**src/rtl/edid_chk_pkg.sv**
```systemverilog
package edid_chk_pkg;

  typedef enum logic [1:0] {
    ST_IDLE = 2'd0,
    ST_REQ  = 2'd1,
    ST_RECV = 2'd2,
    ST_END  = 2'd3
  } seq_st_e;

  typedef enum logic [1:0] {
    PH_EXTCNT = 2'd0,
    PH_BASE   = 2'd1,
    PH_EXTN   = 2'd2
  } phase_e;

  // running modulo-256 accumulation of one byte
  function automatic logic [7:0] sum8(input logic [7:0] acc, input logic [7:0] b);
    return acc + b;
  endfunction

  // a block is intact when its total wraps to zero
  function automatic logic sum_ok(input logic [7:0] total);
    return total == 8'd0;
  endfunction

endpackage

```
**src/rtl/edid_seq_ctrl.sv**
```systemverilog
module edid_seq_ctrl
  import edid_chk_pkg::*;
#(
  parameter int BLK_LEN = 128,
  parameter int EXT_OFF = 126,
  parameter int OFF_W   = 8,
  parameter int LEN_W   = 8
) (
  input  logic             clk,
  input  logic             rst_n,
  input  logic             start,
  input  logic             test_edid,
  input  logic             rq_fire,
  input  logic             rx_valid,
  input  logic [7:0]       rx_data,
  input  logic             rx_err,
  input  logic [7:0]       sum_nx,
  input  logic             at_last,
  output logic             issue,
  output logic [OFF_W-1:0] issue_off,
  output logic [LEN_W-1:0] issue_len,
  output logic             acc_en,
  output logic             blk_end,
  output logic             blk_good,
  output logic             recv,
  output logic             done,
  output logic             pass,
  output logic             csum_err,
  output logic             rd_err,
  output logic             ext_warn,
  output logic [7:0]       csum_byte,
  output logic             csum_wr
);
  seq_st_e    st_q;
  phase_e     ph_q;
  logic [7:0] ext_q;
  logic       go, rx_take, need_ext, ext_next;

  assign recv     = (st_q == ST_RECV);
  assign go       = start && (st_q == ST_IDLE || st_q == ST_END);
  assign rx_take  = recv && rx_valid && !rx_err;
  assign acc_en   = rx_take && (ph_q != PH_EXTCNT);
  assign blk_end  = acc_en && at_last;
  assign blk_good = sum_ok(sum_nx);
  assign need_ext = (ext_q != 8'd0);
  assign ext_next = blk_end && blk_good && (ph_q == PH_BASE) && need_ext;

  always_comb begin
    issue     = 1'b0;
    issue_off = '0;
    issue_len = '0;
    if (go) begin
      issue     = 1'b1;
      issue_off = OFF_W'(EXT_OFF);
      issue_len = LEN_W'(1);
    end else if (rx_take && ph_q == PH_EXTCNT) begin
      issue     = 1'b1;
      issue_off = '0;
      issue_len = LEN_W'(BLK_LEN);
    end else if (ext_next) begin
      issue     = 1'b1;
      issue_off = OFF_W'(BLK_LEN);
      issue_len = LEN_W'(BLK_LEN);
    end
  end

  always_ff @(posedge clk or negedge rst_n) begin
    if (!rst_n) begin
      st_q      <= ST_IDLE;
      ph_q      <= PH_EXTCNT;
      ext_q     <= '0;
      done      <= 1'b0;
      pass      <= 1'b0;
      csum_err  <= 1'b0;
      rd_err    <= 1'b0;
      ext_warn  <= 1'b0;
      csum_byte <= '0;
      csum_wr   <= 1'b0;
    end else begin
      csum_wr <= 1'b0;
      case (st_q)
        ST_IDLE, ST_END: begin
          if (go) begin
            st_q      <= ST_REQ;
            ph_q      <= PH_EXTCNT;
            ext_q     <= '0;
            done      <= 1'b0;
            pass      <= 1'b0;
            csum_err  <= 1'b0;
            rd_err    <= 1'b0;
            ext_warn  <= 1'b0;
            csum_byte <= '0;
          end
        end
        ST_REQ: begin
          if (rq_fire) st_q <= ST_RECV;
        end
        ST_RECV: begin
          if (rx_err) begin
            st_q   <= ST_END;
            done   <= 1'b1;
            rd_err <= 1'b1;
          end else if (rx_take) begin
            if (ph_q == PH_EXTCNT) begin
              ext_q    <= rx_data;
              ext_warn <= (rx_data > 8'd1);
              ph_q     <= PH_BASE;
              st_q     <= ST_REQ;
            end else if (at_last) begin
              csum_byte <= rx_data;
              if (!blk_good) begin
                st_q     <= ST_END;
                done     <= 1'b1;
                csum_err <= 1'b1;
              end else if (ext_next) begin
                ph_q <= PH_EXTN;
                st_q <= ST_REQ;
              end else begin
                st_q    <= ST_END;
                done    <= 1'b1;
                pass    <= 1'b1;
                csum_wr <= test_edid;
              end
            end
          end
        end
        default: st_q <= ST_IDLE;
      endcase
    end
  end
endmodule

```
**config.mk**
```make
export PLATFORM = sky130hd
export DESIGN_NAME = edid_seq_ctrl
export DESIGN_NICKNAME = d
export VERILOG_FILES = /design/src/rtl/edid_chk_pkg.sv /design/src/rtl/edid_seq_ctrl.sv
export SDC_FILE = /design/constraint.sdc
export NUM_CORES = 1
export LEC_CHECK = 0
export BUFFER_PORTS_ARGS = -buffer_cell sky130_fd_sc_hd__buf_2
export CAP_MARGIN = 0
export CORE_MARGIN = 2
export CORE_UTILIZATION = 26
export DETAILED_ROUTE_END_ITERATION = 10
export PLACE_DENSITY_LB_ADDON = 0.12
export SETUP_SLACK_MARGIN = 0.5
export SYNTH_ARGS = -nofsm -noshare
export SYNTH_HDL_FRONTEND = slang
export SYNTH_SLANG_ARGS = --single-unit
```
**constraint.sdc**
```tcl
create_clock -name clk -period 2.8 [get_ports clk]
set_clock_uncertainty 0.05 [all_clocks]
set_input_delay 0.84 -clock clk [delete_from_list [all_inputs] [get_ports clk]]
set_output_delay 0.84 -clock clk [all_outputs]
set_load 0.01 [all_outputs]
```
==> metrics.txt, run 1 <==
outcome finished, violations left; violated checks negative setup slack; clock-pin slew on the worst setup and hold paths 0.09 ns; area grow syn2layout 52.81%; RSZ-0062 raised after global routing true; Hold Buf Count CTS 0; power per cell area 818.9 nW/um^2; area of the multi-input gates 729.5 sq um; crit path max fanout 3; full die area 6094 sq um; first-pass GRT wire length 6.285 mm; number of port buffers 51; Yosys warnings 0; Final Setup Violations 4; vias 1320; Initial DRC Count 75; Final Cycle Share 104.0%; final setup margin -0.1133 ns; post-synthesis sequential area ratio 45.61%; GR Util All Layers 13.05%; hold slack 0.4463 ns; mux share of post-synthesis cell area 10.88%; Placed Area 1775 sq um; TritonRoute pass-1 iters 4; Post-synth top cells 26 x dfrtp_1, 18 x nand2_1, 14 x buf_4, 9 x inv_1; final-layout fill cell count 528; Yosys cell types 38; Seq cells post-synth 26; EDFF count, synth 0; Post-Syn Area per Cell 9.905 sq um; DP Worst Slack -0.1222 ns; Routed WL 3.969 mm; Final ANT Viol Nets 0; Reg2Reg Setup Slack 0.42 ns; largest family of logic cells by synthesized area simple AND/OR/NAND/NOR gates; post-DR vias/cell 4.536; cell area after synthesis 1426 sq um; GP Congestion 0.7918; largest net degree at the start of global routing 27; top cell type's share of synthesized area 45.61%; CTS tree yes; Synth Area in Simple Gates 20.79%; Die H 78.07 microns; CTS Buffer Depth 2; Root Buffer clkbuf_8; Worst-Margin Slew 0.6226 ns; total power draw 0.001785 W; clock insertion delay at the later pin of the skew report 0.26 ns; Compound-Gate Fraction of Synth Area 10.09%; CP required 1.91 ns; Worst Hold Depth 2; Max Fclk 343.3 MHz; ranking of synthesized cells by area dfrtp_1 46%, buf_4 7.4%, nand2_1 4.7%; kind of start point of the critical path input pin; Tmin final 2.913 ns; fin util 41.88%; Reg area 650.6 sq um; Worst Hold Class flop to flop; Num Clock Sinks 26; Worst Setup End Kind output pin; cell area after layout 2180 sq um; leading area contributor after synthesis dfrtp_1; share of cells above drive strength 1 50.68%; Critical Path Source rx_err; num ports 59; Post-Synth Adder-Cell Area 1.754%; Worst R2R Path Depth 14; total grt overflow 0; most frequent cell after synthesis dfrtp_1; hold_sp ext_q[3]$_DFFE_PN0P_; final-report max-slew violation count 0; core area 5205 sq um; post-synthesis xor/xnor area fraction 0%; final hold vios 0; predominant post-synthesis flop cell dfrtp_1; DR DRC count 0; Worst IR Drop VDD 0.3538 mV; number of global-route vias before repair 1311; Detailed Place HPWL 2.773 mm; die width 78.07 microns; Starting Density 27.40%; Setup CP Type input pin to output pin; initial antenna violation count 0; Max Cap Viol 0; post-DR wirelength/cell 13.64 microns; nets@finish 249; worst rel slew slack 58.50%; ys async rst share 100.0%; r2r startpoint st_q[0]$_DFFE_PN0P_; CP arrival 2.02 ns; Antenna diodes 0; Leakage 1.106 nW; H-tree depth 1; number of buffers created by CTS 3; Synth Instances 144; # rows 26
[cell families after synthesis]
| kind of cell | after synthesis |
|---|---|
| AOI/OAI and AO/OA | 20 |
| adders and majority gates | 2 |
| buffers and inverters | 26 |
| DFF | 26 |
| muxes | 13 |
| other | 1 |
| and+or+nand+nor | 56 |
[worst max-delay path: stages]
cell       delay, ns
buf_6           0.09
nand3b_1        0.16
or3b_4          0.41
clkinv_4        0.06
and3_4          0.19
a2bb2oi_2       0.13
buf_2           0.14
[stage by stage]
stage | setup TNS [ns] | std cells
2_1_floorplan | 0 | 150
4_1_cts | -0.1756 | 282
5_1_grt | -0.5513 | 291
3_5_place_dp | -0.2160 | 266
6_report | -0.2886 | 291
3_3_place_gp | -0.1386 | 266
[worst paths after layout]
path                                                  to
worst min register to register      ext_q[3]$_DFFE_PN0P_
min in group asynchronous       csum_byte[7]$_DFFE_PN0P_
max in group asynchronous            ph_q[0]$_DFFE_PN0P_
worst min-delay path                ext_q[3]$_DFFE_PN0P_
worst max-delay path                        issue_len[7]
worst max register to register  csum_byte[1]$_DFFE_PN0P_
[per-layer routing]
metal	global-route usage (%)	vias to the layer above	share of wire, %
met3	2.414	4	5.1
met2	22.07	44	51
met5	0	-	0
met4	4.035	0	1.0
met1	16.92	638	43
li1	-	634	-
[power by group]
| group | switching [W] | internal [W] |
|---|---|---|
| Combinational | 0.000527 | 0.000486 |
| Sequential | 0.0000673 | 0.000496 |
| Clock | 0.000112 | 0.0000962 |
[placed cells by master, fill, tap and decap left out, types with 2 or more instances in the layout]
master,n
and2_1,4
nand2_1,17
mux2_4,4
o21ai_0,7
nor3_1,2
mux2_2,4
inv_1,7
nor2_1,4
nand3_1,2
nor4_1,5
nor4_4,2
dfrtp_1,26
buf_6,22
mux2i_1,5
conb_1,7
inv_2,2
nor2b_1,3
buf_2,42
buf_4,18
nand2b_1,2
a21oi_1,2
o211ai_1,2
nor2_2,2
or3_1,2
clkbuf_8,3
[what timing repair did]
item | 4_1_cts | 5_1_grt
endpoints found under the setup margin | 13 | 20
pin swaps | 5 | 5
hold endpoints to repair | 0 | 0
resized for setup | 26 | 14
setup buffers | 13 | 9
[flip-flops by register name, indices dropped and copies added (netlist names)]
register	count
st_q	2
ph_q	2
csum_err	1
ext_warn	1
csum_wr	1
ext_q	8
pass	1
rd_err	1
csum_byte	8
done	1
[area by class of cell]
| cell class | count | share of cell area, % |
|---|---|---|
| clock buffer | 3 | 1.894 |
| inverter | 10 | 1.952 |
| multi-input combinational | 98 | 33.47 |
| sequential | 26 | 29.85 |
| tap | 70 | 4.018 |
| timing repair buffer | 84 | 28.82 |
(Power assumes the default switching activity.)
==> run 2, diff against run 1 <==
- CORE_MARGIN: 2 -> 4
- TNS_END_PERCENT: default -> 10
==> metrics.txt, run 2 (synthesis gave the netlist of run 1 again) <==
clock insertion delay at the later pin of the skew report 0.27 ns; final setup margin -0.1419 ns; Setup CP Type input pin to output pin; kind of start point of the critical path input pin; GR Util All Layers 11.86%; initial antenna violation count 0; post-DR vias/cell 4.609; Final Cycle Share 105.1%; number of port buffers 51; total grt overflow 0; Worst Hold Class flop to flop; TritonRoute pass-1 iters 4; Die H 82.07 microns; most frequent cells in the layout 42 x buf_2, 26 x dfrtp_1, 18 x nand2_1, 12 x buf_6, 8 x buf_4; final hold vios 0; core area 5205 sq um; # rows 26; TNS Setup -0.3045 ns; CTS tree yes; crit path max fanout 3; outcome finished, violations left; power per cell area 900.5 nW/um^2; Final Setup Violations 3; final-layout fill cell count 539; Worst-Margin Slew 1.157 ns; num ports 59; vias 1249; Root Buffer clkbuf_8; Initial DRC Count 51; final-report max-slew violation count 0; CP required 1.91 ns; Worst IR Drop VDD 0.3734 mV; Worst Setup End Kind output pin; fin util 38.65%; post-DR wirelength/cell 14.20 microns; Placed Area 1763 sq um; Starting Density 27.40%; Antenna diodes 0; CTS Buffer Depth 2; CP arrival 2.05 ns; DR DRC count 0; Max Fclk 339.9 MHz; Top Registers csum_byte: 8 flops, ext_q: 8 flops; Num Clock Sinks 26; clock-pin slew on the worst setup and hold paths 0.09 ns; Detailed Place HPWL 2.901 mm; number of buffers created by CTS 3; share of cells above drive strength 1 46.27%; cell area after layout 2012 sq um; violated checks negative setup slack; largest net degree at the start of global routing 27; area grow syn2layout 41.05%; number of global-route vias before repair 1241; RSZ-0062 raised after global routing true; Final ANT Viol Nets 0; most common cell after layout, fill and taps aside buf_2; full die area 6735 sq um; Tmin final 2.942 ns; Routed WL 3.849 mm; H-tree depth 1; Leakage 1.006 nW; Max Cap Viol 0; GP Congestion 0.8059; die width 82.07 microns; nets@finish 228; worst rel slew slack 22.53%; first-pass GRT wire length 5.982 mm
==> run 2: critical path, cell delays in order <==
cell	delay (ns)
buf_6	0.09
nand3b_1	0.18
or3b_4	0.42
clkinv_4	0.07
and3_4	0.19
a2bb2oi_2	0.12
buf_2	0.13
==> run 2: power breakdown <==
part	leakage, nW	total (W)	switching [W]	internal, W
Clock	0.0357	0.000309	0.000118	0.000191
Sequential	0.353	0.000567	0.0000716	0.000496
Combinational	0.617	0.000936	0.000520	0.000416
==> run 2: final cells by class <==
type / count / area, sq um / area share [%]
Tap cell: 70 / 87.58 / 4.353
Multi-Input combinational cell: 98 / 734.5 / 36.50
Inverter: 10 / 42.54 / 2.114
Sequential cell: 26 / 650.6 / 32.34
Clock inverter: 1 / 30.03 / 1.493
Clock buffer: 3 / 41.29 / 2.052
Timing Repair Buffer: 63 / 425.4 / 21.14
==> run 2: worst paths after layout <==
| path | start | slack (ns) | to | depth (start not counted) |
|---|---|---|---|---|
| max | rx_err | -0.14 | issue_len[7] | 7 |
| min | ext_warn$_DFFE_PN0P_ | 0.43 | ext_warn$_DFFE_PN0P_ | 2 |
| max reg2reg | st_q[0]$_DFFE_PN0P_ | 0.48 | ext_q[7]$_DFFE_PN0P_ | 6 |
| min reg2reg | ext_warn$_DFFE_PN0P_ | 0.43 | ext_warn$_DFFE_PN0P_ | 2 |
| max in group asynchronous | rst_n | 1.80 | csum_byte[1]$_DFFE_PN0P_ | 1 |
| min in group asynchronous | rst_n | 0.51 | csum_byte[4]$_DFFE_PN0P_ | 1 |
==> run 2: stage by stage <==
step | power, W | setup slack, ns | hold WS, ns | cells
floorplan | 0.001210 | 0.02271 | 0.4002 | 150
global placement | 0.001417 | -0.08430 | 0.4086 | 265
detailed placement | 0.001425 | -0.1180 | 0.4207 | 265
CTS | 0.001782 | -0.1033 | 0.4433 | 270
global route | 0.001944 | -0.1938 | 0.4522 | 271
finish | 0.001812 | -0.1419 | 0.4333 | 271
==> run 2: routing by layer <==
metal	vias to the layer above	routed length (microns)	part of all wire (%)	global-route usage, %
met3	4	308	8.0	3.728
met5	-	0	0	0
met4	0	35	0.91	2.990
met1	608	1646	43	14.52
li1	594	-	-	-
met2	43	1859	48	20.11
==> run 2: what timing repair did <==
action	in CTS	in global routing
buffers inserted	1	1
hold buffers	0	0
pin swaps	5	14
endpoints found under the setup margin	21	22
hold endpoints to repair	0	0
resized for setup	21	19
